### src/rtl/flb_pkg.sv
package flb_pkg;
  typedef enum logic [2:0] {
    BS_INVALID = 3'd0,
    BS_VALID   = 3'd1,
    BS_PREF    = 3'd2,
    BS_SERVING = 3'd3,
    BS_FILLING = 3'd4
  } buf_state_e;

  // Is buffer idx assigned to this access type under the split mode?
  function automatic logic in_part(input int idx, input int nbuf,
                                   input logic instr, input logic [1:0] split);
    case (split)
      2'd1:    return instr ? (idx < nbuf / 2) : (idx >= nbuf / 2);
      2'd2:    return instr ? (idx < nbuf - 1) : (idx == nbuf - 1);
      default: return 1'b1;
    endcase
  endfunction
endpackage

### src/rtl/flb_match.sv
module flb_match
  import flb_pkg::*;
#(
  parameter int NBUF = 4,
  parameter int AW   = 16
) (
  input  logic [NBUF-1:0][2:0]    st,
  input  logic [NBUF-1:0][AW-1:0] tags,
  input  logic [NBUF-1:0]         elig,
  input  logic [AW-1:0]           addr,
  output logic [NBUF-1:0]         hit_mask
);
  for (genvar i = 0; i < NBUF; i++) begin : g_cmp
    assign hit_mask[i] = elig[i] && (tags[i] == addr) &&
                         (st[i] == BS_VALID || st[i] == BS_PREF || st[i] == BS_SERVING);
  end
endmodule

### src/rtl/flb_victim.sv
module flb_victim
  import flb_pkg::*;
#(
  parameter int NBUF = 4,
  localparam int IW = $clog2(NBUF),
  localparam int RW = $clog2(NBUF)
) (
  input  logic [NBUF-1:0][2:0]    st,
  input  logic [NBUF-1:0][RW-1:0] ages,
  input  logic [NBUF-1:0]         elig,
  input  logic [NBUF-1:0]         excl,
  output logic                    vic_ok,
  output logic [IW-1:0]           vic_idx
);
  logic [NBUF-1:0] cand;
  logic            inv_found;
  logic [RW-1:0]   best_age;

  for (genvar i = 0; i < NBUF; i++) begin : g_cand
    assign cand[i] = elig[i] && !excl[i] &&
                     (st[i] == BS_INVALID || st[i] == BS_VALID || st[i] == BS_PREF);
  end

  always_comb begin
    vic_ok    = 1'b0;
    vic_idx   = '0;
    inv_found = 1'b0;
    best_age  = '0;
    for (int i = 0; i < NBUF; i++) begin
      if (cand[i] && st[i] == BS_INVALID && !inv_found) begin
        inv_found = 1'b1;
        vic_ok    = 1'b1;
        vic_idx   = IW'(i);
      end
    end
    if (!inv_found) begin
      for (int i = 0; i < NBUF; i++) begin
        if (cand[i] && (!vic_ok || ages[i] > best_age)) begin
          vic_ok   = 1'b1;
          vic_idx  = IW'(i);
          best_age = ages[i];
        end
      end
    end
  end
endmodule

### src/rtl/flb_recency.sv
module flb_recency #(
  parameter int NBUF = 4,
  localparam int IW = $clog2(NBUF),
  localparam int RW = $clog2(NBUF)
) (
  input  logic                    clk,
  input  logic                    rst_n,
  input  logic                    promote,
  input  logic [IW-1:0]           promote_idx,
  output logic [NBUF-1:0][RW-1:0] ages
);
  logic [RW-1:0] pivot;
  assign pivot = ages[promote_idx];

  always_ff @(posedge clk or negedge rst_n) begin
    if (!rst_n) begin
      for (int i = 0; i < NBUF; i++) ages[i] <= RW'(i);
    end else if (promote) begin
      for (int i = 0; i < NBUF; i++) begin
        if (IW'(i) == promote_idx)  ages[i] <= '0;
        else if (ages[i] < pivot)   ages[i] <= ages[i] + RW'(1);
      end
    end
  end
endmodule

### src/rtl/flb_alloc.sv
module flb_alloc
  import flb_pkg::*;
#(
  parameter int NBUF = 4,
  parameter int AW   = 16,
  parameter int NMST = 4,
  localparam int IW = $clog2(NBUF),
  localparam int RW = $clog2(NBUF),
  localparam int MW = $clog2(NMST)
) (
  input  logic                 clk,
  input  logic                 rst_n,
  input  logic                 req_valid,
  output logic                 req_ready,
  input  logic [AW-1:0]        req_addr,
  input  logic                 req_write,
  input  logic                 req_instr,
  input  logic [MW-1:0]        req_master,
  output logic                 resp_valid,
  output logic                 resp_hit,
  output logic [IW-1:0]        resp_buf,
  input  logic [1:0]           cfg_split,
  input  logic                 cfg_buf_en,
  input  logic [1:0]           cfg_pf_limit,
  input  logic                 cfg_ipf_en,
  input  logic                 cfg_dpf_en,
  input  logic [NMST-1:0]      cfg_mst_pf,
  output logic                 fill_valid,
  input  logic                 fill_ready,
  output logic [AW-1:0]        fill_addr,
  output logic [IW-1:0]        fill_buf,
  output logic                 fill_pf,
  output logic [3*NBUF-1:0]    buf_state,
  output logic [RW*NBUF-1:0]   buf_age
);
  logic [NBUF-1:0][2:0]    st_q;
  logic [NBUF-1:0][AW-1:0] tag_q;
  logic [NBUF-1:0][RW-1:0] ages;
  logic [NBUF-1:0]         elig, hm_cur, hm_nxt, serving;
  logic [AW-1:0]           nxt_addr;
  logic                    hit_c, miss_ok, pf_vic_ok, pf_ok;
  logic [IW-1:0]           hit_idx, miss_vic, pf_vic;
  logic                    acc, do_miss, do_pf, fill_done, promote;
  logic [IW-1:0]           promote_idx;

  for (genvar i = 0; i < NBUF; i++) begin : g_buf
    assign elig[i]              = in_part(i, NBUF, req_instr, cfg_split);
    assign serving[i]           = (st_q[i] == BS_SERVING);
    assign buf_state[3*i +: 3]  = st_q[i];
    assign buf_age[RW*i +: RW]  = ages[i];
  end

  assign nxt_addr = req_addr + AW'(1);

  flb_match #(.NBUF(NBUF), .AW(AW)) u_match_cur (
    .st(st_q), .tags(tag_q), .elig(elig), .addr(req_addr), .hit_mask(hm_cur));
  flb_match #(.NBUF(NBUF), .AW(AW)) u_match_nxt (
    .st(st_q), .tags(tag_q), .elig(elig), .addr(nxt_addr), .hit_mask(hm_nxt));
  flb_victim #(.NBUF(NBUF)) u_vic_miss (
    .st(st_q), .ages(ages), .elig(elig), .excl('0), .vic_ok(miss_ok), .vic_idx(miss_vic));
  flb_victim #(.NBUF(NBUF)) u_vic_pf (
    .st(st_q), .ages(ages), .elig(elig), .excl(hm_cur), .vic_ok(pf_vic_ok), .vic_idx(pf_vic));

  always_comb begin
    hit_idx = '0;
    for (int i = NBUF - 1; i >= 0; i--) if (hm_cur[i]) hit_idx = IW'(i);
  end
  assign hit_c = |hm_cur;

  assign req_ready = !fill_valid && !(|serving);
  assign acc       = req_valid && req_ready;
  assign pf_ok     = cfg_buf_en && (cfg_pf_limit != 2'd0) &&
                     (req_instr ? cfg_ipf_en : cfg_dpf_en) &&
                     cfg_mst_pf[req_master] && !req_write;
  assign do_miss   = acc && !req_write && !hit_c && miss_ok;
  assign do_pf     = acc && hit_c && pf_ok && !(|hm_nxt) && pf_vic_ok;
  assign fill_done = fill_valid && fill_ready;

  assign promote     = (acc && hit_c && !req_write) || (fill_done && !fill_pf);
  assign promote_idx = fill_done ? fill_buf : hit_idx;

  flb_recency #(.NBUF(NBUF)) u_rec (
    .clk(clk), .rst_n(rst_n), .promote(promote), .promote_idx(promote_idx), .ages(ages));

  always_ff @(posedge clk or negedge rst_n) begin
    if (!rst_n) begin
      for (int i = 0; i < NBUF; i++) begin
        st_q[i]  <= BS_INVALID;
        tag_q[i] <= '0;
      end
      resp_valid <= 1'b0;
      resp_hit   <= 1'b0;
      resp_buf   <= '0;
      fill_valid <= 1'b0;
      fill_addr  <= '0;
      fill_buf   <= '0;
      fill_pf    <= 1'b0;
    end else begin
      resp_valid <= acc;
      for (int i = 0; i < NBUF; i++)
        if (st_q[i] == BS_SERVING) st_q[i] <= BS_VALID;
      if (fill_done) begin
        st_q[fill_buf]  <= fill_pf ? BS_PREF : BS_VALID;
        tag_q[fill_buf] <= fill_addr;
        fill_valid      <= 1'b0;
      end
      if (acc) begin
        resp_hit <= hit_c;
        resp_buf <= hit_c ? hit_idx : (do_miss ? miss_vic : '0);
        if (hit_c) st_q[hit_idx] <= req_write ? BS_INVALID : BS_SERVING;
      end
      if (do_miss) begin
        st_q[miss_vic] <= BS_FILLING;
        fill_valid     <= 1'b1;
        fill_addr      <= req_addr;
        fill_buf       <= miss_vic;
        fill_pf        <= 1'b0;
      end
      if (do_pf) begin
        st_q[pf_vic] <= BS_FILLING;
        fill_valid   <= 1'b1;
        fill_addr    <= nxt_addr;
        fill_buf     <= pf_vic;
        fill_pf      <= 1'b1;
      end
    end
  end
endmodule

### config.mk
export PLATFORM = sky130hd
export DESIGN_NAME = flb_alloc
export DESIGN_NICKNAME = d
export VERILOG_FILES = /design/src/rtl/flb_pkg.sv /design/src/rtl/flb_match.sv /design/src/rtl/flb_victim.sv /design/src/rtl/flb_recency.sv /design/src/rtl/flb_alloc.sv
export SDC_FILE = /design/constraint.sdc
export NUM_CORES = 1
export LEC_CHECK = 0
export BUFFER_PORTS_ARGS = -buffer_cell sky130_fd_sc_hd__buf_2
export CAP_MARGIN = 20
export CORE_AREA = 2 2 165 86
export DETAILED_ROUTE_END_ITERATION = 10
export DIE_AREA = 0 0 167 88
export PLACE_DENSITY_LB_ADDON = 0.2
export SYNTH_ARGS = -nofsm -noshare
export SYNTH_HDL_FRONTEND = slang
export SYNTH_HIERARCHICAL = 1
export SYNTH_SLANG_ARGS = --single-unit
### constraint.sdc
create_clock -name clk -period 10.9 [get_ports clk]
set_clock_uncertainty 0.05 [all_clocks]
set_input_delay 2.18 -clock clk [delete_from_list [all_inputs] [get_ports clk]]
set_output_delay 2.18 -clock clk [all_outputs]
set_load 0.05 [all_outputs]
==> results of run 1 <==
## per-stage QoR
step | cell area [µm²] | std cells
global route | 9160 | 1107
CTS | 9160 | 1107
detailed placement | 8820 | 1091
global placement | 8820 | 1091
finish | 9160 | 1108
floorplan | 8270 | 850
## worst max-delay path by stage
stage                 startpoint            end  slack (ps)  cells after the start
global placement    req_addr[14]  buf_state[10]        2180                     28
CTS                 cfg_split[0]  buf_state[10]        2270                     30
global route        cfg_split[0]   buf_state[0]        1720                     30
finish               req_addr[4]  buf_state[10]        2050                     28
floorplan           cfg_split[0]   buf_state[5]        3100                     29
detailed placement  cfg_split[0]  buf_state[10]        1890                     30
## cell type report
class                           instances  area [µm²]  share of cell area [%]
Clock buffer                            9         225                    2.46
Inverter                               38         143                    1.56
Timing Repair Buffer                   90         480                    5.24
Antenna cell                            1        2.50                  0.0273
Sequential cell                       108        2710                    29.6
Clock inverter                          7         116                    1.27
Multi-Input combinational cell        679        5270                    57.5
Tap cell                              176         220                    2.40
## per-layer routing
layer  vias to the layer above  track usage (%)  share of wire (%)
met5                         -                0              0.059
met4                         2             7.76                1.5
met3                        57             20.7                 17
met2                       547             49.8                 37
met1                      3716             58.3                 45
li1                       3243                -                  -
## flip-flops by register name, indices dropped and copies added (netlist names)
signal / flops
u_rec/ages: 8
fill_valid: 1
resp_hit: 1
resp_buf: 2
fill_pf: 1
fill_buf: 2
fill_addr: 16
buf_state: 12
tag_q: 64
resp_valid: 1
## worst min-delay path, cell delays in order (launching register included)
cell and delay, ps:
dfrtp_1 360, nand2_1 50, o21ai_0 90
## cells in the mapped netlist (11+ instances only)
| cell type | n |
|---|---|
| nor2_1 | 37 |
| nand2_1 | 83 |
| dfrtp_1 | 104 |
| nor4_1 | 31 |
| nand4_1 | 19 |
| mux2_2 | 56 |
| nor2b_1 | 11 |
| xor2_1 | 132 |
| ha_1 | 19 |
| o21ai_0 | 34 |
| a21oi_1 | 14 |
| inv_1 | 37 |
| mux2i_1 | 15 |
| and2_1 | 13 |
| nand3_1 | 21 |
## cell families (layout without fill, tap and decap cells)
kind of cell	after synthesis	after routing	synth area share [%]
flops	108	108	32.8
compound gates	120	120	11.8
other cells	1	6	0.0454
mux	77	77	10.6
xor+xnor	140	140	14.8
fa+ha+maj	19	19	2.88
buf+inv	63	144	3.64
simple gates	318	318	23.3
## report_power, final
| part | internal [µW] | total (µW) | switching [µW] |
|---|---|---|---|
| registers | 571 | 877 | 306 |
| logic | 495 | 1340 | 845 |
| clock network | 209 | 385 | 177 |
==> impl_metrics.env, run 1 <==
export IMPL_outcome="finished, final reports clean"
export IMPL_io_buffers=79
export IMPL_start_util_pct=62.3
export IMPL_cp_start_kind="input port"
export IMPL_cpLargestDelayFamily="compound AO/OA/AOI/OAI gates"
export IMPL_routabilityCongestion=1.07
export IMPL_finalWorstSetupSlack_ps=2050
export IMPL_drtAntennaViolNets=0
export IMPL_synth_top_area_share_pct=31.5
export IMPL_hold_buffers=0
export IMPL_clock_latency_ps=360
export IMPL_final_common_cell="xor2_1"
export IMPL_ctsLongestPathBuffers=2
export IMPL_die_x_um=167
export IMPL_power_total_uw=2600
export IMPL_drv_slew=0
export IMPL_tns_ps=0
export IMPL_post_cts_resized=0
export IMPL_numCtsBuffers=9
export IMPL_slowest_delay_ps=740
export IMPL_first_iter_violations=874
export IMPL_cp_end_kind="flop"
export IMPL_clock_sinks=108
export IMPL_grt_pass1_wl_um=42500
export IMPL_synth_top_flop_cell="dfrtp_1"
export IMPL_wire_per_inst_um=25.9
export IMPL_tightest_slew_ps=1050
export IMPL_rsz0062_at_grt="false"
export IMPL_clkTransAtPathRegs_ps=80
export IMPL_critical_path_most_common_cell="o21ai_0"
export IMPL_grt_max_degree=59
export IMPL_htreeDepth=3
export IMPL_layout_common_cells="xor2_1 (132), dfrtp_1 (104), nand2_1 (83), buf_2 (78), mux2_2 (56)"
export IMPL_cts_tree="yes"
export IMPL_yosysUniqueCellTypes=89
export IMPL_cts_root_buffer="clkbuf_16"
export IMPL_drc=0
export IMPL_grt_antenna_before_repair=1
export IMPL_crit_fanout=11
export IMPL_ys_warn_count=6
export IMPL_die_y_um=88
export IMPL_routed_wl_um=28700
export IMPL_hold_depth=2
export IMPL_power_leakage_uw=0.00417
export IMPL_r2r_start="tag_q[7]"
export IMPL_fin_nets=980
export IMPL_via_count=7565
export IMPL_synth_area_per_cell_um2=9.76
export IMPL_dr_pass1_iters=6
export IMPL_hold_class="flop to flop"
export IMPL_worstHoldStart="resp_hit"
export IMPL_ys_seq_area_share_pct=32.8
export IMPL_post_place_ws_ps=1890
export IMPL_ys_seq_elements=108
export IMPL_reg2reg_slack_ps=3630
export IMPL_drv_cap=0
export IMPL_critical_path_slowest_cell="a41oi_1"
export IMPL_synth_edf_count=0
export IMPL_finalCritPeriodShare_pct=81.2
export IMPL_final_core_util_pct=69.2
export IMPL_arrival_ps=9030
export IMPL_max_freq_mhz=113
export IMPL_crit_type="input port to flop"
export IMPL_pin_count=80
export IMPL_yosys_area_top_type="dfrtp_1"
export IMPL_post_cts_setup_buffer_count=0
export IMPL_crit_buf_inv=2
export IMPL_fillCellCount=1014
export IMPL_layout_drive_gt1_share_pct=23.6
export IMPL_area_growth_pct=11.0
export IMPL_whs_ps=486
export IMPL_netlist_instances=846
export IMPL_core_um2=13300
export IMPL_rows=30
export IMPL_netlist_top_cells_area="dfrtp_1 (32%), xor2_1 (14%), mux2_2 (7.6%)"
export IMPL_slew_headroom_pct=29.7
export IMPL_track_usage_pct=39.3
export IMPL_layout_min_cycle_time_ps=8850
export IMPL_reg2regPathDepth=27
export IMPL_die_area_um2=14700
export IMPL_hold_viol_final=0
export IMPL_synth_area_um2=8260
export IMPL_r2r_end="buf_state[10]"
export IMPL_ir_drop_mv=0.197
export IMPL_min_to="resp_hit"
export IMPL_viasPerCell=6.83
export IMPL_async_reset_ff_share_pct=100
export IMPL_crit_required_ps=11090
export IMPL_dp_hpwl_um=22000
export IMPL_overflow=0
export IMPL_grt_pass1_vias=7122
export IMPL_setup_violations=0
export IMPL_p_per_area_nw_per_um2=284
Power figures use the tool's default switching activity.
==> run 2, diff against run 1 <==
--- a/config.mk
+++ b/config.mk
@@ -7,9 +7,9 @@
 export LEC_CHECK = 0
 export BUFFER_PORTS_ARGS = -buffer_cell sky130_fd_sc_hd__buf_2
 export CAP_MARGIN = 20
-export CORE_AREA = 2 2 165 86
+export CORE_AREA = 2 2 168 88
 export DETAILED_ROUTE_END_ITERATION = 10
-export DIE_AREA = 0 0 167 88
+export DIE_AREA = 0 0 170 90
 export PLACE_DENSITY_LB_ADDON = 0.2
 export SYNTH_ARGS = -nofsm -noshare
 export SYNTH_HDL_FRONTEND = slang
==> constraint.sdc (replaced) <==
create_clock -name clk -period 9 [get_ports clk]
set_clock_uncertainty 0.05 [all_clocks]
set_input_delay 1.8 -clock clk [delete_from_list [all_inputs] [get_ports clk]]
set_output_delay 1.8 -clock clk [all_outputs]
set_load 0.05 [all_outputs]
==> impl_metrics.env, run 2 (synthesis gave the netlist of run 1 again) <==
export IMPL_outcome="finished, final reports clean"
export IMPL_grt_antenna_before_repair=0
export IMPL_switchingPower_uw=1540
export IMPL_core_um2=14000
export IMPL_tns_ps=0
export IMPL_area_growth_pct=10.3
export IMPL_via_count=7315
export IMPL_start_util_pct=59.1
export IMPL_drtAntennaViolNets=0
export IMPL_first_iter_violations=1001
export IMPL_power_leakage_uw=0.00415
export IMPL_grt_pass1_vias=6512
export IMPL_wire_per_inst_um=23.8
export IMPL_p_comb_share_pct=52.4
export IMPL_slowest_delay_ps=710
export IMPL_routabilityCongestion=0.989
export IMPL_critPathLaunch="cfg_split[0]"
export IMPL_max_freq_mhz=122
export IMPL_track_usage_pct=35.3
export IMPL_drc=0
export IMPL_crit_end="buf_state[5]"
export IMPL_crit_required_ps=9190
export IMPL_pwr_share_clk_pct=12.9
export IMPL_fillCellCount=1188
export IMPL_multi_input_area_um2=5270
export IMPL_hold_class="flop to flop"
export IMPL_rsz0062_at_grt="false"
export IMPL_setup_violations=0
export IMPL_r2r_start="tag_q[4]"
export IMPL_layout_min_cycle_time_ps=8190
export IMPL_cp_num_cells=31
export IMPL_rows=31
export IMPL_regArea_um2=2710
export IMPL_finalCritPeriodShare_pct=91.0
export IMPL_drv_slew=0
export IMPL_htreeDepth=3
export IMPL_die_x_um=170
export IMPL_dr_pass1_iters=5
export IMPL_place_area_um2=8820
export IMPL_fin_nets=981
export IMPL_p_per_area_nw_per_um2=332
export IMPL_r2r_end="buf_state[5]"
export IMPL_hold_viol_final=0
export IMPL_die_area_um2=15300
export IMPL_reg2regPathDepth=28
export IMPL_largest_reg_flops=64
export IMPL_layout_drive_gt1_share_pct=23.6
export IMPL_cp_start_kind="input port"
export IMPL_slew_headroom_pct=25.6
export IMPL_numCtsBuffers=9
export IMPL_grt_max_degree=58
export IMPL_ir_drop_mv=0.244
export IMPL_pin_count=80
export IMPL_die_y_um=90
export IMPL_post_cts_setup_buffer_count=0
export IMPL_critical_path_most_common_cell="o21ai_0"
export IMPL_crit_type="input port to flop"
export IMPL_critical_path_slowest_cell="a41oi_1"
export IMPL_io_buffers=79
export IMPL_clock_sinks=108
export IMPL_cts_tree="yes"
export IMPL_viasPerCell=6.57
export IMPL_crit_buf_inv=5
export IMPL_cp_end_kind="flop"
export IMPL_drv_cap=0
export IMPL_grt_pass1_wl_um=40100
export IMPL_reg2reg_slack_ps=2080
export IMPL_routed_wl_um=26500
export IMPL_hold_buffers=0
export IMPL_clkTransAtPathRegs_ps=70
export IMPL_ctsLongestPathBuffers=2
export IMPL_final_core_util_pct=65.3
export IMPL_post_cts_resized=0
export IMPL_overflow=0
export IMPL_p_int_uw=1490
export IMPL_clock_latency_ps=370
export IMPL_dp_hpwl_um=20100
export IMPL_layout_common_cells="xor2_1 (132), dfrtp_1 (104), nand2_1 (83), buf_2 (79), mux2_2 (56)"
export IMPL_largest_register="tag_q"
export IMPL_arrival_ps=8380
export IMPL_cpLargestDelayFamily="compound AO/OA/AOI/OAI gates"
export IMPL_design_area_um2=9110
export IMPL_final_common_cell="xor2_1"
export IMPL_antenna_cells=0
export IMPL_whs_ps=493
export IMPL_crit_fanout=10
export IMPL_tightest_slew_ps=1110
export IMPL_cts_root_buffer="clkbuf_16"
export IMPL_swShare_pct=50.9
export IMPL_seqPwrFrac_pct=34.7
-- run 2: changes by cell type in the layout (fill, tap and decap cells not counted) --
cell	before	now
clkinv_8	1	0
clkbuf_8	0	1
nor2_2	3	2
inv_6	1	3
inv_8	2	0
nor2_1	36	37
bufinv_16	2	0
buf_2	78	79
clkinv_2	0	2
buf_4	12	11
clkbuf_4	0	1
diode_2	1	0
-- run 2: area by class of cell --
type	count	area share, %
Multi-Input combinational cell	679	57.8
Sequential cell	108	29.7
Clock buffer	10	2.62
Timing Repair Buffer	91	5.33
Tap cell	181	2.49
Clock inverter	6	0.494
Inverter	38	1.57
-- run 2: worst reg2reg max path: cells and delay by family, from the launching register on --
family          cells  cell delay (ps)
compound gates     12             2700
simple gates        8             1760
fa+ha+maj           3              820
buf+inv             3              490
flops               1              430
mux                 1              370
xor+xnor            1              160
-- run 2: power by group through the flow --
stage	registers [µW]	clock network (µW)	logic [µW]
final	1050	390	1590
after global routing	1080	416	1700
after CTS	1030	396	1540
after detailed placement	1040	0	1530
after global placement	1030	0	1510
after floorplan	1180	0	928
-- run 2: how the worst min path moves through the flow --
stage	slack, ps	depth (start not counted)	from	end
after floorplan	460	2	tag_q[17]	tag_q[17]
after global placement	470	2	tag_q[28]	tag_q[28]
after detailed placement	450	1	resp_buf[0]	resp_buf[0]
after CTS	480	1	resp_buf[0]	resp_buf[0]
after global routing	510	1	resp_buf[0]	resp_buf[0]
final	490	1	resp_buf[0]	resp_buf[0]
-- run 2: stage by stage --
stage               total power, µW  setup WS [ps]  std cells
floorplan                      2110           1580        850
global placement               2540            742       1095
detailed placement             2570            614       1096
CTS                            2970            972       1112
global route                   3200            362       1113
finish                         3030            811       1113
-- run 2: layer usage --
| metal | vias up | GRT usage, % | part of all wire [%] |
|---|---|---|---|
| li1 | 3233 | - | - |
| met1 | 3549 | 56.1 | 48 |
| met2 | 497 | 40.6 | 34 |
| met3 | 34 | 18.9 | 17 |
| met4 | 2 | 5.06 | 1.1 |
| met5 | - | 4.01 | 0.29 |
